File: src/rtl/btd_pkg.sv
package btd_pkg;

  localparam int REG_AW = 3;
  localparam int REG_DW = 8;
  localparam int LEN_W  = 2 * REG_DW;
  localparam int AM_W   = 6;
  localparam int STEP_W = 4;

  localparam int MODE_WIDE_BIT = 4;
  localparam int CTRL_EN_BIT   = 0;
  localparam int CTRL_DIR_BIT  = 1;
  localparam int CTRL_IE_BIT   = 2;

  typedef enum logic [REG_AW-1:0] {
    SEL_CNT_LO = 3'd0,
    SEL_CNT_HI = 3'd1,
    SEL_MODE   = 3'd2,
    SEL_CTRL   = 3'd3,
    SEL_VEC    = 3'd4
  } reg_sel_e;

  typedef struct packed {
    logic [LEN_W-1:0]  len;
    logic              wide;
    logic              en;
    logic              dir;
    logic              ie;
    logic [REG_DW-1:0] vec;
  } cfg_t;

  // user-defined modifier range
  function automatic logic am_is_user(input logic [AM_W-1:0] am);
    return (am >= 6'h10) && (am <= 6'h1F);
  endfunction

  // block-mode form of a modifier code
  function automatic logic [AM_W-1:0] am_block_form(input logic [AM_W-1:0] am);
    logic [AM_W-1:0] r;
    r = am;
    if (!am_is_user(am)) begin
      case (am)
        6'h09:   r = 6'h0B;
        6'h0D:   r = 6'h0F;
        6'h39:   r = 6'h3B;
        6'h3D:   r = 6'h3F;
        default: r = am;
      endcase
    end
    return r;
  endfunction

  // bytes moved per beat
  function automatic logic [STEP_W-1:0] beat_step(input logic wide);
    return wide ? 4'd8 : 4'd4;
  endfunction

endpackage

File: src/rtl/btd_regs.sv
module btd_regs
  import btd_pkg::*;
(
  input  logic              clk,
  input  logic              rst_n,
  input  logic              we_i,
  input  logic [REG_AW-1:0] addr_i,
  input  logic [REG_DW-1:0] wdata_i,
  output cfg_t              cfg_o
);

  logic [REG_DW-1:0] cnt_lo_q, cnt_hi_q, vec_q;
  logic              wide_q, en_q, dir_q, ie_q;

  always_ff @(posedge clk) begin
    if (!rst_n) begin
      cnt_lo_q <= '0;
      cnt_hi_q <= '0;
      vec_q    <= '0;
      wide_q   <= 1'b0;
      en_q     <= 1'b0;
      dir_q    <= 1'b0;
      ie_q     <= 1'b0;
    end else if (we_i) begin
      case (reg_sel_e'(addr_i))
        SEL_CNT_LO: cnt_lo_q <= wdata_i;
        SEL_CNT_HI: cnt_hi_q <= wdata_i;
        SEL_MODE:   wide_q   <= wdata_i[MODE_WIDE_BIT];
        SEL_CTRL: begin
          en_q  <= wdata_i[CTRL_EN_BIT];
          dir_q <= wdata_i[CTRL_DIR_BIT];
          ie_q  <= wdata_i[CTRL_IE_BIT];
        end
        SEL_VEC:    vec_q    <= wdata_i;
        default: ;
      endcase
    end
  end

  always_comb begin
    cfg_o.len  = {cnt_hi_q, cnt_lo_q};
    cfg_o.wide = wide_q;
    cfg_o.en   = en_q;
    cfg_o.dir  = dir_q;
    cfg_o.ie   = ie_q;
    cfg_o.vec  = vec_q;
  end

endmodule

File: src/rtl/btd_am_map.sv
module btd_am_map
  import btd_pkg::*;
(
  input  logic            clk,
  input  logic            rst_n,
  input  logic [AM_W-1:0] am_i,
  output logic [AM_W-1:0] am_o
);

  assign am_o = am_block_form(am_i);

  AST_AM_NO_PLAIN_DATA: assert property (@(posedge clk) disable iff (!rst_n)
    !(am_o inside {6'h09, 6'h0D, 6'h39, 6'h3D}))
    else $error("plain data modifier escaped mapping");

  AST_AM_USER_KEPT: assert property (@(posedge clk) disable iff (!rst_n)
    (am_i[5:4] == 2'b01) |-> (am_o == am_i))
    else $error("user modifier altered");

endmodule

File: src/rtl/btd_engine.sv
module btd_engine
  import btd_pkg::*;
#(
  parameter int ADDR_W = 32
) (
  input  logic              clk,
  input  logic              rst_n,
  input  cfg_t              cfg_i,
  input  logic              win_we_i,
  input  logic [ADDR_W-1:0] win_data_i,
  input  logic [AM_W-1:0]   am_blk_i,
  input  logic              beat_ack_i,
  input  logic              irq_ack_i,
  output logic              beat_req_o,
  output logic [ADDR_W-1:0] beat_addr_o,
  output logic              beat_dir_o,
  output logic              beat_wide_o,
  output logic [AM_W-1:0]   beat_am_o,
  output logic              busy_o,
  output logic              irq_o,
  output logic [REG_DW-1:0] irq_vec_o,
  output logic              err_o
);

  typedef enum logic {ST_IDLE, ST_RUN} st_e;

  st_e               st_q;
  logic [ADDR_W-1:0] addr_q;
  logic [LEN_W-1:0]  rem_q;
  logic              wide_q, dir_q, irq_q, err_q;
  logic [AM_W-1:0]   am_q;
  logic [REG_DW-1:0] vec_q;

  // named internal events
  logic             launch_evt, reject_evt, beat_fire, last_beat, done_evt, zero_len;
  logic [LEN_W-1:0] step_len;

  assign step_len   = LEN_W'(beat_step(wide_q));
  assign zero_len   = (cfg_i.len == '0);
  assign launch_evt = win_we_i && cfg_i.en && (st_q == ST_IDLE);
  assign reject_evt = win_we_i && !launch_evt;
  assign beat_fire  = (st_q == ST_RUN) && beat_ack_i;
  assign last_beat  = (rem_q <= step_len);
  assign done_evt   = (beat_fire && last_beat) || (launch_evt && zero_len);

  always_ff @(posedge clk) begin
    if (!rst_n) begin
      st_q   <= ST_IDLE;
      addr_q <= '0;
      rem_q  <= '0;
      wide_q <= 1'b0;
      dir_q  <= 1'b0;
      am_q   <= '0;
    end else if (launch_evt) begin
      addr_q <= win_data_i;
      rem_q  <= cfg_i.len;
      wide_q <= cfg_i.wide;
      dir_q  <= cfg_i.dir;
      am_q   <= am_blk_i;
      st_q   <= zero_len ? ST_IDLE : ST_RUN;
    end else if (beat_fire) begin
      addr_q <= addr_q + ADDR_W'(beat_step(wide_q));
      rem_q  <= last_beat ? '0 : rem_q - step_len;
      if (last_beat) st_q <= ST_IDLE;
    end
  end

  always_ff @(posedge clk) begin
    if (!rst_n) begin
      irq_q <= 1'b0;
      vec_q <= '0;
      err_q <= 1'b0;
    end else begin
      if (reject_evt) err_q <= 1'b1;
      if (done_evt && cfg_i.ie) begin
        irq_q <= 1'b1;
        vec_q <= cfg_i.vec;
      end else if (irq_ack_i) begin
        irq_q <= 1'b0;
      end
    end
  end

  assign busy_o      = (st_q == ST_RUN);
  assign beat_req_o  = busy_o;
  assign beat_addr_o = addr_q;
  assign beat_dir_o  = dir_q;
  assign beat_wide_o = wide_q;
  assign beat_am_o   = am_q;
  assign irq_o       = irq_q;
  assign irq_vec_o   = vec_q;
  assign err_o       = err_q;

  AST_START_NEEDS_EN: assert property (@(posedge clk) disable iff (!rst_n)
    $rose(busy_o) |-> $past(win_we_i && cfg_i.en))
    else $error("start without enabled window write");

  AST_ADDR_STEP: assert property (@(posedge clk) disable iff (!rst_n)
    (busy_o && beat_ack_i && !last_beat) |=>
      (beat_addr_o == $past(beat_addr_o) + ($past(beat_wide_o) ? ADDR_W'(8) : ADDR_W'(4))))
    else $error("address step wrong");

  AST_STALL_HOLD: assert property (@(posedge clk) disable iff (!rst_n)
    (busy_o && !beat_ack_i) |=> (busy_o && $stable(beat_addr_o)))
    else $error("advanced without ack");

  AST_EN_DROP_KEEPS_RUN: assert property (@(posedge clk) disable iff (!rst_n)
    (busy_o && !cfg_i.en && !(beat_ack_i && last_beat)) |=> busy_o)
    else $error("transfer stopped by enable clear");

  AST_ZERO_LEN_IDLE: assert property (@(posedge clk) disable iff (!rst_n)
    (launch_evt && zero_len) |=> !busy_o)
    else $error("zero length went busy");

  AST_IRQ_ON_DONE: assert property (@(posedge clk) disable iff (!rst_n)
    (done_evt && cfg_i.ie) |=> irq_o)
    else $error("missing completion interrupt");

  AST_ERR_STICKY: assert property (@(posedge clk) disable iff (!rst_n)
    err_o |=> err_o)
    else $error("error status dropped");

endmodule

File: src/rtl/btd_launch_ctrl.sv
module btd_launch_ctrl
  import btd_pkg::*;
#(
  parameter int ADDR_W = 32
) (
  input  logic              clk,
  input  logic              rst_n,
  input  logic              reg_we,
  input  logic [2:0]        reg_addr,
  input  logic [7:0]        reg_wdata,
  input  logic              win_we,
  input  logic [ADDR_W-1:0] win_data,
  input  logic [5:0]        map_am,
  output logic              beat_req,
  input  logic              beat_ack,
  output logic [ADDR_W-1:0] beat_addr,
  output logic              beat_dir,
  output logic              beat_wide,
  output logic [5:0]        beat_am,
  output logic              busy,
  output logic              irq,
  input  logic              irq_ack,
  output logic [7:0]        irq_vec,
  output logic              err
);

  cfg_t            cfg;
  logic [AM_W-1:0] am_blk;

  btd_regs u_regs (
    .clk     (clk),
    .rst_n   (rst_n),
    .we_i    (reg_we),
    .addr_i  (reg_addr),
    .wdata_i (reg_wdata),
    .cfg_o   (cfg)
  );

  btd_am_map u_am (
    .clk   (clk),
    .rst_n (rst_n),
    .am_i  (map_am),
    .am_o  (am_blk)
  );

  btd_engine #(.ADDR_W(ADDR_W)) u_eng (
    .clk         (clk),
    .rst_n       (rst_n),
    .cfg_i       (cfg),
    .win_we_i    (win_we),
    .win_data_i  (win_data),
    .am_blk_i    (am_blk),
    .beat_ack_i  (beat_ack),
    .irq_ack_i   (irq_ack),
    .beat_req_o  (beat_req),
    .beat_addr_o (beat_addr),
    .beat_dir_o  (beat_dir),
    .beat_wide_o (beat_wide),
    .beat_am_o   (beat_am),
    .busy_o      (busy),
    .irq_o       (irq),
    .irq_vec_o   (irq_vec),
    .err_o       (err)
  );

endmodule

File: config.mk
export PLATFORM = sky130hd
export DESIGN_NAME = btd_launch_ctrl
export DESIGN_NICKNAME = d
export VERILOG_FILES = /design/src/rtl/btd_pkg.sv /design/src/rtl/btd_regs.sv /design/src/rtl/btd_am_map.sv /design/src/rtl/btd_engine.sv /design/src/rtl/btd_launch_ctrl.sv
export SDC_FILE = /design/constraint.sdc
export NUM_CORES = 1
export LEC_CHECK = 0
export BUFFER_PORTS_ARGS = -buffer_cell sky130_fd_sc_hd__buf_4
export CAP_MARGIN = 20
export CELL_PAD_IN_SITES_DETAIL_PLACEMENT = 1
export CELL_PAD_IN_SITES_GLOBAL_PLACEMENT = 1
export CORE_MARGIN = 1
export CORE_UTILIZATION = 36
export CTS_CLUSTER_SIZE = 20
export DETAILED_ROUTE_END_ITERATION = 7
export PLACE_DENSITY_LB_ADDON = 0.25
export SLEW_MARGIN = 20
export SYNTH_ARGS = -nofsm -noshare
export SYNTH_HDL_FRONTEND = slang
export SYNTH_HIERARCHICAL = 1
export SYNTH_SLANG_ARGS = --single-unit
File: constraint.sdc
create_clock -name clk -period 2.21 [get_ports clk]
set_clock_uncertainty 0.1 [all_clocks]
set_input_delay 0.5525 -clock clk [delete_from_list [all_inputs] [get_ports clk]]
set_output_delay 0.5525 -clock clk [all_outputs]
set_load 0.005 [all_outputs]
==> metrics.cfg, run 1 <==
[clock_tree]
numCtsBuffers=9
clock_sinks=95
cts_tree=built
ctsRootBufferMaster=clkbuf_16
clkLatencyLatePin_ns=0.35
htree_levels=3
path_clk_slew_ns=0.07
cts.path.max_buffers=2

[synthesis]
async_flop_share_pct=0
synth-seq-cells=95
ys.flop_type=dfxtp_1
synth.cell_area_um2=4490
synthesis.nets=588
synth_cells=527
synth_enable_flop_cells=0
ys_warn_count=6
ys_seq_area_share_pct=42.3
syn_area_per_cell_um2=8.53
ys_types=61

[worst_setup_path]
crit_type=flop to flop
reg2reg_depth=6
cp_data_required_time_ns=2.39
critPathLaunchType=flop
rr_endpoint=u_eng/rem_q[15]$_SDFFE_PN0P_
arrival_ns=2.44
startpoint=u_eng/beat_wide_o$_SDFFE_PN0P_
r2r_setup_slack_ns=-0.05
r2r-start=u_eng/beat_wide_o$_SDFFE_PN0P_
crit_fanout=4
endpoint_kind=flop

[route]
ant_nets=0
routed_wl_mm=13.6
route.detailed.drc=0
vias_per_cell=5.30
wl_per_cell_um=17.0
drtPass1Iterations=4
num_vias=4250
drt_iter0_drc=253

[cells_and_area]
stdcell_count=802
syn_to_final_growth_pct=30.9
antenna_cells=0
fillers=1460
final_core_util_pct=48.6
drive_above_1_share_pct=26.2
multi_input_area_um2=2470
seq_area_um2=1910
num-nets-final=692
stdcell_area_um2=5880

[sta]
finalWorstPathRequiredPeriod_ns=2.26
fin_crit_sh_pct=102
report.final.slew_viol_count=0
setup_ws_ns=-0.0457
slew_headroom_pct=63.0
clock.fmax_mhz=443
tightest_slew_ns=0.556
rsz0062_at_grt=true
hold_viol=0
setup_viol=1

[run_status]
status=finished, violations left
violations=negative setup slack

[global_route]
grt_pass1_vias=4350
grt.overflow.total=0
grt_pass1_wl_mm=21.8
grt_max_degree=38
antenna_found_initial=0
gr-usage-all-layers_pct=21.5

[place]
gp_congestion=0.844
io_buffers=106
dp_cells=786
dp_hpwl_mm=9.79
pre_cts_ws_ns=-0.0867
place_area_um2=5540

[floorplan]
core_um2=12100
die_h_um=114
initial_utilization_pct=37.1
die_width_um=114
rows=40
ioPinCount=107
fp.dieArea_um2=12900

[power_and_ir_drop]
peakVddDrop_uv=432
p_leak_nw=2.37
power_density_nw_per_um2=589

[min_path]
holdPathEnd=u_regs/vec_q[2]$_SDFFE_PN0P_
hold_path_startpoint=u_regs/vec_q[2]$_SDFFE_PN0P_
hold_class=flop to flop
whs_path_depth=2

[flow_run]
cap_violations=0

==> through the flow <==
| stage | power (W) | setup TNS, ns | hold slack [ns] |
|---|---|---|---|
| 6_report | 0.00347 | -0.0457 | 0.358 |
| 5_1_grt | 0.00362 | -1.13 | 0.362 |
| 4_1_cts | 0.00351 | -0.0679 | 0.345 |
| 3_5_place_dp | 0.00211 | -0.722 | 0.355 |
| 3_3_place_gp | 0.00210 | -0.127 | 0.345 |
| 2_1_floorplan | 0.00195 | 0 | 0.334 |
==> Yosys cell counts, types with 2 or more instances <==
| cell type | n | area (um2) |
|---|---|---|
| or3_1 | 4 | 25.0 |
| a21oi_1 | 35 | 175 |
| nand3_1 | 28 | 140 |
| a22oi_1 | 3 | 22.5 |
| clkbuf_1 | 27 | 101 |
| o21a_1 | 3 | 22.5 |
| mux2i_1 | 40 | 400 |
| nand2_1 | 96 | 360 |
| buf_4 | 5 | 37.5 |
| o22ai_1 | 2 | 12.5 |
| fa_1 | 2 | 40.0 |
| xnor2_1 | 8 | 70.1 |
| a31oi_1 | 7 | 43.8 |
| nor2_1 | 29 | 109 |
| and3_1 | 7 | 43.8 |
| and2_1 | 2 | 12.5 |
| nor4bb_1 | 2 | 20.0 |
| nor4b_1 | 2 | 17.5 |
| and4_1 | 2 | 17.5 |
| or4_1 | 2 | 15.0 |
| o21ai_0 | 22 | 110 |
| nand4_1 | 11 | 68.8 |
| ha_1 | 4 | 50.1 |
| nor3_1 | 8 | 40.0 |
| nor4_1 | 11 | 68.8 |
| buf_2 | 4 | 20.0 |
| inv_1 | 6 | 22.5 |
| xor2_1 | 15 | 131 |
| a211oi_1 | 10 | 75.1 |
| dfxtp_1 | 95 | 1900 |
| o211ai_1 | 4 | 30.0 |
| and4bb_1 | 2 | 25.0 |
==> worst max-delay path, cell delays in order, from the launching register on <==
cell and delay [ns]:
dfxtp_4 0.36, inv_4 0.04, ha_1 0.33, a21o_2 0.21, or4_4 0.51, or4_1 0.51
a31oi_1 0.13
==> layer usage <==
| metal | GRT usage, % | wire length [um] | vias up |
|---|---|---|---|
| li1 | - | - | 2079 |
| met3 | 3.24 | 486 | 19 |
| met5 | 0 | 0 | - |
| met2 | 37.9 | 6890 | 103 |
| met4 | 9.04 | 275 | 0 |
| met1 | 26.0 | 5980 | 2049 |
==> placed cells by master (no fill, tap or decap), drive strengths merged, types with 4 or more instances in the layout <==
| cell | synthesis | layout |
|---|---|---|
| mux2i | 40 | 40 |
| xor2 | 15 | 15 |
| nor2 | 29 | 29 |
| nand2 | 97 | 97 |
| a211oi | 10 | 10 |
| nand4 | 12 | 12 |
| clkbuf | 27 | 10 |
| or3 | 4 | 4 |
| xnor2 | 8 | 8 |
| o211ai | 4 | 4 |
| a21oi | 35 | 35 |
| ha | 4 | 4 |
| a31oi | 7 | 7 |
| and3 | 7 | 7 |
| inv | 6 | 7 |
| nand3 | 28 | 28 |
| buf | 11 | 131 |
| nor3 | 8 | 8 |
| dfxtp | 95 | 95 |
| nor4 | 13 | 13 |
| o21ai | 22 | 22 |
==> repair_timing <==
item / 4_1_cts / 5_1_grt
gates resized for setup: 3 / 13
setup endpoints to repair: 19 / 31
cloned: 0 / 0
pin swaps: 0 / 9
setup buffers: 0 / 2
hold buffers: 0 / 0
==> worst max path at each step <==
stage	slack, ns	endpoint	cells past startpoint
after floorplan	0.009	u_eng/rem_q[15]$_SDFFE_PN0P_	6
after global placement	-0.02	u_eng/rem_q[4]$_SDFFE_PN0P_	7
after detailed placement	-0.09	u_eng/rem_q[9]$_SDFFE_PN0P_	7
after CTS	-0.04	u_eng/beat_addr_o[18]$_SDFFE_PN0P_	10
after global routing	-0.12	u_eng/rem_q[15]$_SDFFE_PN0P_	6
final	-0.05	u_eng/rem_q[15]$_SDFFE_PN0P_	6
==> power breakdown <==
part | switching, W | leakage, nW | internal (W)
Clock | 0.000644 | 0.125 | 0.000747
Sequential | 0.0000323 | 0.769 | 0.00174
Combinational | 0.000148 | 1.47 | 0.000153
Total | 0.000824 | 2.37 | 0.00264
==> sequential cells by signal (all words and copies together), names as in the netlist, 6 cells and up <==
signal / flops
u_regs/vec_q: 8
u_eng/beat_am_o: 6
u_regs/cnt_hi_q: 8
u_eng/rem_q: 16
u_eng/beat_addr_o: 32
u_regs/cnt_lo_q: 8
u_eng/irq_vec_o: 8
==> cell families after synthesis <==
family	after synthesis	synth area share [%]
flops	95	42.3
fa+ha+maj	6	2.00
simple gates	219	24.2
compound gates	98	13.3
mux	41	9.16
xor+xnor	23	4.48
buf+inv	45	4.45
==> layout make-up <==
class	count	share of cell area, %
multi-input combinational	387	42.0
sequential	95	32.4
timing repair buffer	131	17.2
clock buffer	10	3.89
tap	168	3.57
inverter	7	0.489
clock inverter	4	0.404
Note: power is estimated with default switching activity, not from simulation.
==> run 2, diff against run 1 <==
Settings changed: ABC_AREA from default to 1, CORE_UTILIZATION 36 to 35.
==> run 2 against run 1 <==
Largest power group unchanged; core utilization fell by 4.2 points; largest cell class unchanged; register-to-register slack better by 0.20 ns; final cell count rose by 44%; critical path type unchanged; the run now ends clean.
==> metrics.cfg, run 2 <==
[worst_setup_path]
crit_chain=inv_1 > ha_1 > fa_2 > nand2_1 > nor2_4 > nand3_2 > nor2_4 > nand2_1 > o21bai_1 > nand3_1 > nand2_1 > inv_1
critPathLaunchType=flop
cp_data_required_time_ns=2.37  ; -0.02 ns
crit_path_top_delay_cell=dfxtp_1
crit_type=flop to flop
crit_fanout=5  ; +1
critPathMaxStageDelay_ns=0.31  ; -0.20 ns
arrival_ns=2.22  ; -0.22 ns
endpoint_kind=flop
crit_top_cell=nand2_1

[clock_tree]
ctsRootBufferMaster=clkbuf_16
postCtsSetupBuffers=0  ; unchanged
numCtsBuffers=9  ; unchanged
clkLatencyLatePin_ns=0.36  ; about the same
path_clk_slew_ns=0.07  ; about the same
cts_tree=built
cts.path.max_buffers=2  ; unchanged
htree_levels=3  ; unchanged
clock_sinks=95  ; unchanged

[sta]
finalWorstPathRequiredPeriod_ns=2.06  ; -0.197 ns
fin_crit_sh_pct=93.1  ; -8.9 points
report.final.slew_viol_count=0  ; unchanged
setup_viol=0  ; -1
slew_headroom_pct=70.2  ; +7.3 points
tightest_slew_ns=0.446  ; -0.110 ns
setup_ws_ns=0.152  ; +0.197 ns
holdWs_ns=0.318  ; -0.0400 ns
clock.fmax_mhz=486  ; +9.6%
hold_viol=0  ; unchanged

[synthesis]
async_flop_share_pct=0  ; unchanged
ys_types=33  ; -46%
synth-seq-cells=95  ; unchanged
ys_warn_count=6  ; unchanged
synth.cell_area_um2=5460  ; +21%
yosys-top-cells-count=224 x nand2_1, 137 x nor2_1, 95 x dfxtp_1
syn_area_per_cell_um2=6.32  ; -26%
ys.flop_type=dfxtp_1
synth_cells=863  ; +64%
synth.top_cells.by_area=dfxtp_1 35%, nand2_1 15%, nor2_1 9.4%
yosysMostFrequentCell=nand2_1
ys_seq_area_share_pct=34.9  ; -7.5 points
synthesis.nets=924  ; +57%
synth.top_cell.area_share_pct=34.9  ; -7.5 points
synth_enable_flop_cells=0  ; unchanged
synth_top_area_cell=dfxtp_1

[route]
route.detailed.drc=0  ; unchanged
ant_nets=0  ; unchanged
wl_per_cell_um=15.1  ; -11%
drtPass1Iterations=4  ; unchanged
vias_per_cell=4.97  ; -6.2%
routed_wl_mm=17.4  ; +27%
drt_iter0_drc=248  ; -2.0%
num_vias=5729  ; +35%

[floorplan]
die_h_um=127  ; +12%
rows=45  ; +13%
die_width_um=127  ; +12%
core_um2=15200  ; +26%
fp.dieArea_um2=16100  ; +24%
initial_utilization_pct=35.9  ; -1.2 points
ioPinCount=107  ; unchanged

[cells_and_area]
stdcell_count=1152  ; +44%
final_core_util_pct=44.4  ; -4.2 points
drive_above_1_share_pct=19.5  ; -6.7 points
final_common_cell=nand2_1
syn_to_final_growth_pct=23.7
largest_register_ff_count=32  ; unchanged
antenna_cells=0  ; unchanged
fillers=2078  ; +42%
stdcell_area_um2=6750  ; +15%
most-common-layout-cells=224 x nand2_1, 136 x nor2_1, 124 x buf_4
num-nets-final=1020  ; +47%

[place]
pre_cts_ws_ns=0.195  ; +0.281 ns
dp_cells=1136  ; +45%
dp_hpwl_mm=13.1  ; +34%
gp_congestion=0.865  ; +2.6%
place_area_um2=6430  ; +16%
io_buffers=106  ; unchanged

[power_and_ir_drop]
peakVddDrop_uv=339  ; -22%
power_density_nw_per_um2=559  ; -5.2%
p_leak_nw=2.95  ; +25%

[global_route]
grt.overflow.total=0  ; unchanged
antenna_found_initial=0  ; unchanged
grt_max_degree=34  ; -11%
gr-usage-all-layers_pct=22.4  ; +0.86 points
grt_pass1_vias=5678  ; +31%
grt_pass1_wl_mm=28.4  ; +30%

[flow_run]
cap_violations=0  ; unchanged

[min_path]
hold_class=input pin to flop

[run_status]
status=finished clean

[run 2: routing by layer]
metal / track usage [%] / routed length (um) / part of all wire (%)
met5: 0 / 0 / 0
met4: 8.61 / 368 / 2.1
met3: 2.70 / 477 / 2.7
met2: 41.1 / 8810 / 51
met1: 26.3 / 7720 / 44
[run 2: final cells by class]
type	count	area, um2	area share (%)
timing repair buffer	126	971	14.4
tap	188	235	3.49
inverter	95	357	5.29
clock buffer	9	225	3.34
multi-input combinational	632	2990	44.4
clock inverter	7	62.6	0.927
sequential	95	1900	28.2
[run 2: logic make-up (layout without fill, tap and decap cells)]
| group | Yosys count | count (layout) | share of synthesized area (%) |
|---|---|---|---|
| AND/OR/NAND/NOR | 516 | 516 | 41.4 |
| buffers and inverters | 136 | 237 | 10.7 |
| AO/OA/AOI/OAI | 105 | 105 | 10.6 |
| flip-flops | 95 | 95 | 34.9 |
| adder cells (fa/ha/maj) | 6 | 6 | 1.65 |
| XOR/XNOR | 5 | 5 | 0.803 |
[run 2: timing repair]
item / CTS / global route
setup endpoints to repair: 0 / 4
resized for setup: 0 / 6
hold endpoints to repair: 0 / 0
hold buffers: 0 / 0
[run 2: power by group]
part | switching, W | total [W] | internal (W)
Combinational | 0.000260 | 0.000441 | 0.000181
Sequential | 0.0000342 | 0.00178 | 0.00175
Clock | 0.000761 | 0.00155 | 0.000786
Total | 0.00105 | 0.00377 | 0.00271
[run 2: path summary, 6_finish.rpt]
check                                       from                                  to  slack (ns)  cells after the start
hold reg to reg         u_eng/irq_o$_SDFFE_PN0P_            u_eng/irq_o$_SDFFE_PN0P_        0.36                      2
setup reg to reg  u_eng/beat_wide_o$_SDFFE_PN0P_  u_eng/beat_addr_o[20]$_SDFFE_PN0P_        0.15                     12
hold / removal                       win_data[1]   u_eng/beat_addr_o[1]$_SDFFE_PN0P_        0.32                      3
setup / recovery  u_eng/beat_wide_o$_SDFFE_PN0P_  u_eng/beat_addr_o[20]$_SDFFE_PN0P_        0.15                     12
[run 2: worst max-delay path: cells and delay by family, from the launching register on]
| kind | cells | cell delay (ns) |
|---|---|---|
| AO/OA/AOI/OAI | 1 | 0.16 |
| adder cells (fa/ha/maj) | 2 | 0.45 |
| buffers and inverters | 2 | 0.15 |
| flip-flops | 1 | 0.31 |
| AND/OR/NAND/NOR | 7 | 0.77 |
[run 2: through the flow]
step	TNS, ns	power (W)
CTS	0	0.00382
global placement	0	0.00225
finish	0	0.00377
detailed placement	0	0.00226
global route	-0.0236	0.00394
floorplan	0	0.00208
